### config.mk
export PLATFORM = sky130hd
export DESIGN_NAME = rstseq_top
export DESIGN_NICKNAME = d
export VERILOG_FILES = /design/src/rtl/rstseq_pkg.sv /design/src/rtl/rstseq_tick_sel.sv /design/src/rtl/rstseq_wdog.sv /design/src/rtl/rstseq_seq.sv /design/src/rtl/rstseq_top.sv
export SDC_FILE = /design/constraint.sdc
export NUM_CORES = 1
export LEC_CHECK = 0
export ABC_AREA = 1
export BUFFER_PORTS_ARGS = -buffer_cell sky130_fd_sc_hd__buf_2
export CAP_MARGIN = 30
export CORE_MARGIN = 1
export CORE_UTILIZATION = 58
export CTS_BUF_LIST = sky130_fd_sc_hd__clkbuf_4 sky130_fd_sc_hd__clkbuf_8
export CTS_CLUSTER_SIZE = 12
export DETAILED_ROUTE_END_ITERATION = 16
export HOLD_SLACK_MARGIN = 0.1
export PLACE_DENSITY = 0.79
export SLEW_MARGIN = 20
export SYNTH_ARGS = -nofsm -noshare
export SYNTH_HDL_FRONTEND = slang
export SYNTH_HIERARCHICAL = 1
export SYNTH_SLANG_ARGS = --single-unit
### constraint.sdc
create_clock -name clk -period 3 [get_ports clk]
set_input_delay 0.6 -clock clk [delete_from_list [all_inputs] [get_ports clk]]
set_output_delay 0.6 -clock clk [all_outputs]
set_load 0.05 [all_outputs]
### src/rtl/rstseq_pkg.sv
package rstseq_pkg;

    typedef enum logic [2:0] {
        CS_POWER   = 3'd1,
        CS_STOPREC = 3'd2,
        CS_WD_RUN  = 3'd3,
        CS_WD_HALT = 3'd4,
        CS_WD_STOP = 3'd5
    } cause_t;

    typedef enum logic [1:0] {
        SQ_DELAY = 2'd0,
        SQ_EXTRA = 2'd1,
        SQ_RUN   = 2'd2
    } seq_state_t;

    typedef enum logic [1:0] {
        WD_IDLE       = 2'd0,
        WD_ARMED      = 2'd1,
        WD_ARMED_HALT = 2'd2
    } wd_state_t;

endpackage

### src/rtl/rstseq_tick_sel.sv
module rstseq_tick_sel (
    input  logic sysclk_src,
    input  logic rc_tick,
    output logic tick
);
    // System clock source: every cycle is a tick; otherwise use the enable.
    always_comb begin
        tick = sysclk_src ? 1'b1 : rc_tick;
    end
endmodule

### src/rtl/rstseq_wdog.sv
module rstseq_wdog #(
    parameter int unsigned LIMIT = 130416,
    localparam int unsigned CW   = $clog2(LIMIT + 1)
) (
    input  logic          clk,
    input  logic          arst_n,
    input  logic          tick,
    input  logic          rst_hold,
    input  logic          wdt_cmd,
    input  logic          wdh_cmd,
    input  logic          halt_mode,
    input  logic          stop_mode,
    input  logic          opt_perm,
    input  logic          opt_sysclk_src,
    output logic          expire,
    output logic          halt_run,
    output logic [CW-1:0] cnt_q
);
    import rstseq_pkg::*;

    wd_state_t     state_q, state_d;
    logic [CW-1:0] cnt_d;
    logic          enabled, running, count_en, refresh;

    // State register
    always_ff @(posedge clk or negedge arst_n) begin
        if (!arst_n) begin
            state_q <= WD_IDLE;
            cnt_q   <= '0;
        end else begin
            state_q <= state_d;
            cnt_q   <= cnt_d;
        end
    end

    // Next state
    always_comb begin
        state_d = state_q;
        unique case (state_q)
            WD_IDLE:       if (wdt_cmd) state_d = WD_ARMED;
            WD_ARMED:      if (wdh_cmd) state_d = WD_ARMED_HALT;
            WD_ARMED_HALT: state_d = WD_ARMED_HALT;
            default:       state_d = WD_IDLE;
        endcase
        if (rst_hold) state_d = WD_IDLE;
    end

    // Outputs and counter
    always_comb begin
        enabled  = opt_perm || (state_q != WD_IDLE);
        halt_run = opt_perm || (state_q == WD_ARMED_HALT);
        if (stop_mode)      running = opt_perm && !opt_sysclk_src;
        else if (halt_mode) running = halt_run;
        else                running = enabled;
        count_en = running && tick;
        expire   = count_en && (cnt_q == CW'(LIMIT - 1));
        refresh  = !rst_hold && wdt_cmd && enabled;
        if (rst_hold && !opt_perm)   cnt_d = '0;
        else if (refresh || expire)  cnt_d = '0;
        else if (count_en)           cnt_d = cnt_q + 1'b1;
        else                         cnt_d = cnt_q;
    end
endmodule

### src/rtl/rstseq_seq.sv
module rstseq_seq #(
    parameter int unsigned POR_TICKS  = 16362,
    parameter int unsigned EXTRA_CLKS = 18,
    localparam int unsigned DMAX      = (POR_TICKS > EXTRA_CLKS) ? POR_TICKS : EXTRA_CLKS,
    localparam int unsigned DW        = $clog2(DMAX + 1)
) (
    input  logic                clk,
    input  logic                arst_n,
    input  logic                tick,
    input  logic                stop_req,
    input  logic                wd_expire,
    input  logic                halt_mode,
    input  logic                stop_mode,
    output logic                chip_rst,
    output rstseq_pkg::cause_t  cause
);
    import rstseq_pkg::*;

    seq_state_t    state_q, state_d;
    logic [DW-1:0] cnt_q, cnt_d;
    logic          tail_q, tail_d;
    cause_t        cause_q, cause_d;

    // State register
    always_ff @(posedge clk or negedge arst_n) begin
        if (!arst_n) begin
            state_q <= SQ_DELAY;
            cnt_q   <= '0;
            tail_q  <= 1'b0;
            cause_q <= CS_POWER;
        end else begin
            state_q <= state_d;
            cnt_q   <= cnt_d;
            tail_q  <= tail_d;
            cause_q <= cause_d;
        end
    end

    // Next state
    always_comb begin
        state_d = state_q;
        cnt_d   = cnt_q;
        tail_d  = tail_q;
        cause_d = cause_q;
        unique case (state_q)
            SQ_DELAY: begin
                if (tick) begin
                    if (cnt_q == DW'(POR_TICKS - 1)) begin
                        cnt_d   = '0;
                        state_d = tail_q ? SQ_EXTRA : SQ_RUN;
                    end else begin
                        cnt_d = cnt_q + 1'b1;
                    end
                end
            end
            SQ_EXTRA: begin
                if (cnt_q == DW'(EXTRA_CLKS - 1)) begin
                    cnt_d   = '0;
                    state_d = SQ_RUN;
                end else begin
                    cnt_d = cnt_q + 1'b1;
                end
            end
            SQ_RUN:  state_d = SQ_RUN;
            default: state_d = SQ_DELAY;
        endcase
        // Triggers restart the hold from any state, including during reset.
        if (wd_expire) begin
            state_d = SQ_DELAY;
            cnt_d   = '0;
            tail_d  = 1'b1;
            if (stop_mode)      cause_d = CS_WD_STOP;
            else if (halt_mode) cause_d = CS_WD_HALT;
            else                cause_d = CS_WD_RUN;
        end else if (stop_req) begin
            state_d = SQ_DELAY;
            cnt_d   = '0;
            tail_d  = 1'b0;
            cause_d = CS_STOPREC;
        end
    end

    // Outputs
    always_comb begin
        chip_rst = (state_q != SQ_RUN);
        cause    = cause_q;
    end
endmodule

### src/rtl/rstseq_top.sv
module rstseq_top #(
    parameter int unsigned WDT_LIMIT  = 130416,
    parameter int unsigned POR_TICKS  = 16362,
    parameter int unsigned EXTRA_CLKS = 18,
    parameter logic [15:0] RST_VECTOR = 16'h000C
) (
    input  logic        clk,
    input  logic        pwr_good,
    input  logic        rc_tick,
    input  logic        opt_perm,
    input  logic        opt_sysclk_src,
    input  logic        stop_rec_req,
    input  logic        wdt_cmd,
    input  logic        wdh_cmd,
    input  logic        halt_mode,
    input  logic        stop_mode,
    output logic        chip_rst,
    output logic [2:0]  rst_cause,
    output logic [15:0] rst_vector
);
    import rstseq_pkg::*;

    localparam int unsigned WD_CW = $clog2(WDT_LIMIT + 1);

    logic             tick;
    logic             wd_expire;
    logic             wd_halt_run;
    logic [WD_CW-1:0] wd_cnt;
    cause_t           cause_w;

    rstseq_tick_sel u_tick (
        .sysclk_src (opt_sysclk_src),
        .rc_tick    (rc_tick),
        .tick       (tick)
    );

    rstseq_wdog #(.LIMIT(WDT_LIMIT)) u_wdog (
        .clk            (clk),
        .arst_n         (pwr_good),
        .tick           (tick),
        .rst_hold       (chip_rst),
        .wdt_cmd        (wdt_cmd),
        .wdh_cmd        (wdh_cmd),
        .halt_mode      (halt_mode),
        .stop_mode      (stop_mode),
        .opt_perm       (opt_perm),
        .opt_sysclk_src (opt_sysclk_src),
        .expire         (wd_expire),
        .halt_run       (wd_halt_run),
        .cnt_q          (wd_cnt)
    );

    rstseq_seq #(.POR_TICKS(POR_TICKS), .EXTRA_CLKS(EXTRA_CLKS)) u_seq (
        .clk       (clk),
        .arst_n    (pwr_good),
        .tick      (tick),
        .stop_req  (stop_rec_req),
        .wd_expire (wd_expire),
        .halt_mode (halt_mode),
        .stop_mode (stop_mode),
        .chip_rst  (chip_rst),
        .cause     (cause_w)
    );

    assign rst_cause  = cause_w;
    assign rst_vector = RST_VECTOR;
endmodule

==> flow_summary.json <==
{
  "outcome": "complete, no violations",
  "detailed_place_hpwl_um": 4270,
  "grtUsageTotal_pct": 24.1,
  "regToRegStartpoint": "u_wdog/cnt_q[0]",
  "report.final.setup_viol": 0,
  "max_freq_mhz": 390,
  "layout.cells.most_common": "sky130_fd_sc_hd__nand2_1",
  "final_cell_mix": "sky130_fd_sc_hd__nand2_1, sky130_fd_sc_hd__inv_1, sky130_fd_sc_hd__nor2_1",
  "grt_first_pass_wirelength_um": 9900,
  "post_synth_inst_count": 428,
  "cts_max_path_buffers": 2,
  "start_util_pct": 61.4,
  "critical_path.max_fanout": 12,
  "post_cts_resized": 0,
  "finalCritPeriodShare_pct": 85.5,
  "final.setup.tns_ps": 0,
  "pwr_density_cell_nw_per_um2": 518,
  "report.final.slew_viol_count": 0,
  "r2r_cells": 12,
  "postRouteAntennaNets": 0,
  "design.core.area_sq_um": 4790,
  "cts_made_buffers": 5,
  "cts_setup_buffers": 0,
  "drc_markers": 0,
  "worst_setup_hold_path_clk_slew_ps": 80,
  "timing.critical_path.from": "u_wdog/cnt_q[0]",
  "clk_latency_ps": 290,
  "layout-drive-gt1-share_pct": 14.9,
  "chipHeight_um": 73.2,
  "clk_root_buffer_cell": "sky130_fd_sc_hd__clkbuf_8",
  "worst_setup_path_endpoint": "u_seq/cnt_q[6]",
  "post_drt_via_cell_ratio": 4.87,
  "timing.reg2reg.setup_slack_ps": 430,
  "yosys_warnings": 6,
  "fill_cells": 442,
  "pre_cts_ws_ps": 453,
  "first_global_vias": 2341,
  "multiInputGateArea_sq_um": 1580,
  "io_buffer_count": 13,
  "die_width_um": 73.2,
  "drt_wl_total_um": 5680,
  "whs_ps": 152,
  "drt-wirelength-per-cell_um": 11.1,
  "routability_congestion_estimate_from_global_placement": 0.909,
  "worst_ir_drop_vdd_v": 0.000463,
  "finish.utilization_pct": 65.1,
  "critical_path.endpoint_type": "flip-flop",
  "via_count": 2488,
  "cap_viol_max_count": 0,
  "final.setup_skew_ps": 14.0,
  "timing_worst_setup_path_type": "reg2reg",
  "post_synth.cell_area_avg_sq_um": 6.87,
  "unrepaired_setup_endpoints_after_global_routing": "false",
  "cts_hold_buffers": 0,
  "cts_tree": "built",
  "grt_antenna_before_repair": 0,
  "area_growth_syn_to_layout_pct": 6.00,
  "design.die.area_sq_um": 5360,
  "final_hold_viol_count": 0,
  "synth_cell_area_sq_um": 2940,
  "finish.net_count": 463,
  "regToRegEndpoint": "u_seq/cnt_q[6]",
  "critical_path_required_ps": 3190,
  "place.detailed.instances": 502,
  "total_leakage_power_nw": 1.64,
  "timing.critical_path.arrival_ps": 2760,
  "cts_max_level": 2,
  "n_antenna_cell": 0,
  "finalNonFillerCells": 511,
  "setup_slack_ps": 434,
  "drt_pre_antenna_iters": 4,
  "detail_route.iter0.violations": 101,
  "area.sequential_sq_um": 977,
  "core.rowCount": 25,
  "min_path_type": "in2async",
  "pin_count_of_the_biggest_net_entering_global_routing": 40,
  "start_kind": "flip-flop",
  "globalRouteOverflowTotal": 0,
  "post-route-min-period_ps": 2570,
  "tritoncts_num_sinks": 39,
  "top_level_ports": 30
}
-- how the worst min path moves through the flow --
stage	depth (start not counted)	to	from	slack, ps
global placement	2	u_seq/cause[0]	u_seq/cause[0]	460
CTS	1	u_seq/cnt_q[3]	pwr_good	450
detailed placement	2	u_seq/cause[0]	u_seq/cause[0]	460
finish	1	u_seq/cnt_q[3]	pwr_good	150
floorplan	0	u_seq/cause[1]	pwr_good	300
global route	1	u_seq/cnt_q[3]	pwr_good	150
-- sequential cells by signal, indices dropped and copies added (netlist names) --
signal / cells
u_seq/cause: 3
u_seq/cnt_q: 14
u_seq/state_q: 2
u_seq/tail_q: 1
u_wdog/cnt_q: 17
u_wdog/state_q: 2
-- critical path, cell delays in order (launching register included) --
cell and delay [ps]:
sky130_fd_sc_hd__dfrtp_1 410, sky130_fd_sc_hd__ha_1 210, sky130_fd_sc_hd__nand3_1 170, sky130_fd_sc_hd__inv_2 140
sky130_fd_sc_hd__nand3_1 170, sky130_fd_sc_hd__nor2_2 270, sky130_fd_sc_hd__nor2_1 100, sky130_fd_sc_hd__nand2_2 120
sky130_fd_sc_hd__nand2_2 210, sky130_fd_sc_hd__inv_1 340, sky130_fd_sc_hd__nand3_2 180, sky130_fd_sc_hd__nand2_1 110
sky130_fd_sc_hd__inv_1 40
-- metal layers --
| metal | up-vias | global-route usage (%) | wire, um |
|---|---|---|---|
| met4 | 0 | 8.93 | 51 |
| li1 | 1318 | - | - |
| met3 | 4 | 4.28 | 150 |
| met2 | 45 | 43.6 | 2960 |
| met1 | 1121 | 28.2 | 2530 |
| met5 | - | 0 | 0 |
-- final cells by class --
type                    count  area share [%]
multi-input cells         310            50.8
flip-flops and latches     39            31.4
inverters                  73            8.79
repair buffers             14            2.73
clock buffers               7            2.69
well taps                  67            2.69
clock inverters             1           0.963
-- stage by stage --
step / instance area (sq um) / total power [mW]
2_1_floorplan: 2990 / 1.10
3_3_place_gp: 2980 / 1.16
3_5_place_dp: 2980 / 1.18
4_1_cts: 3100 / 1.63
5_1_grt: 3120 / 1.73
6_report: 3120 / 1.61
-- report_power, final --
group	internal (mW)	switching [mW]	leakage, nW
registers	0.573	0.0538	0.529
logic	0.159	0.387	1.05
clock network	0.267	0.175	0.0593
total	0.999	0.616	1.64
No activity file was read; power rests on OpenSTA's default activity.
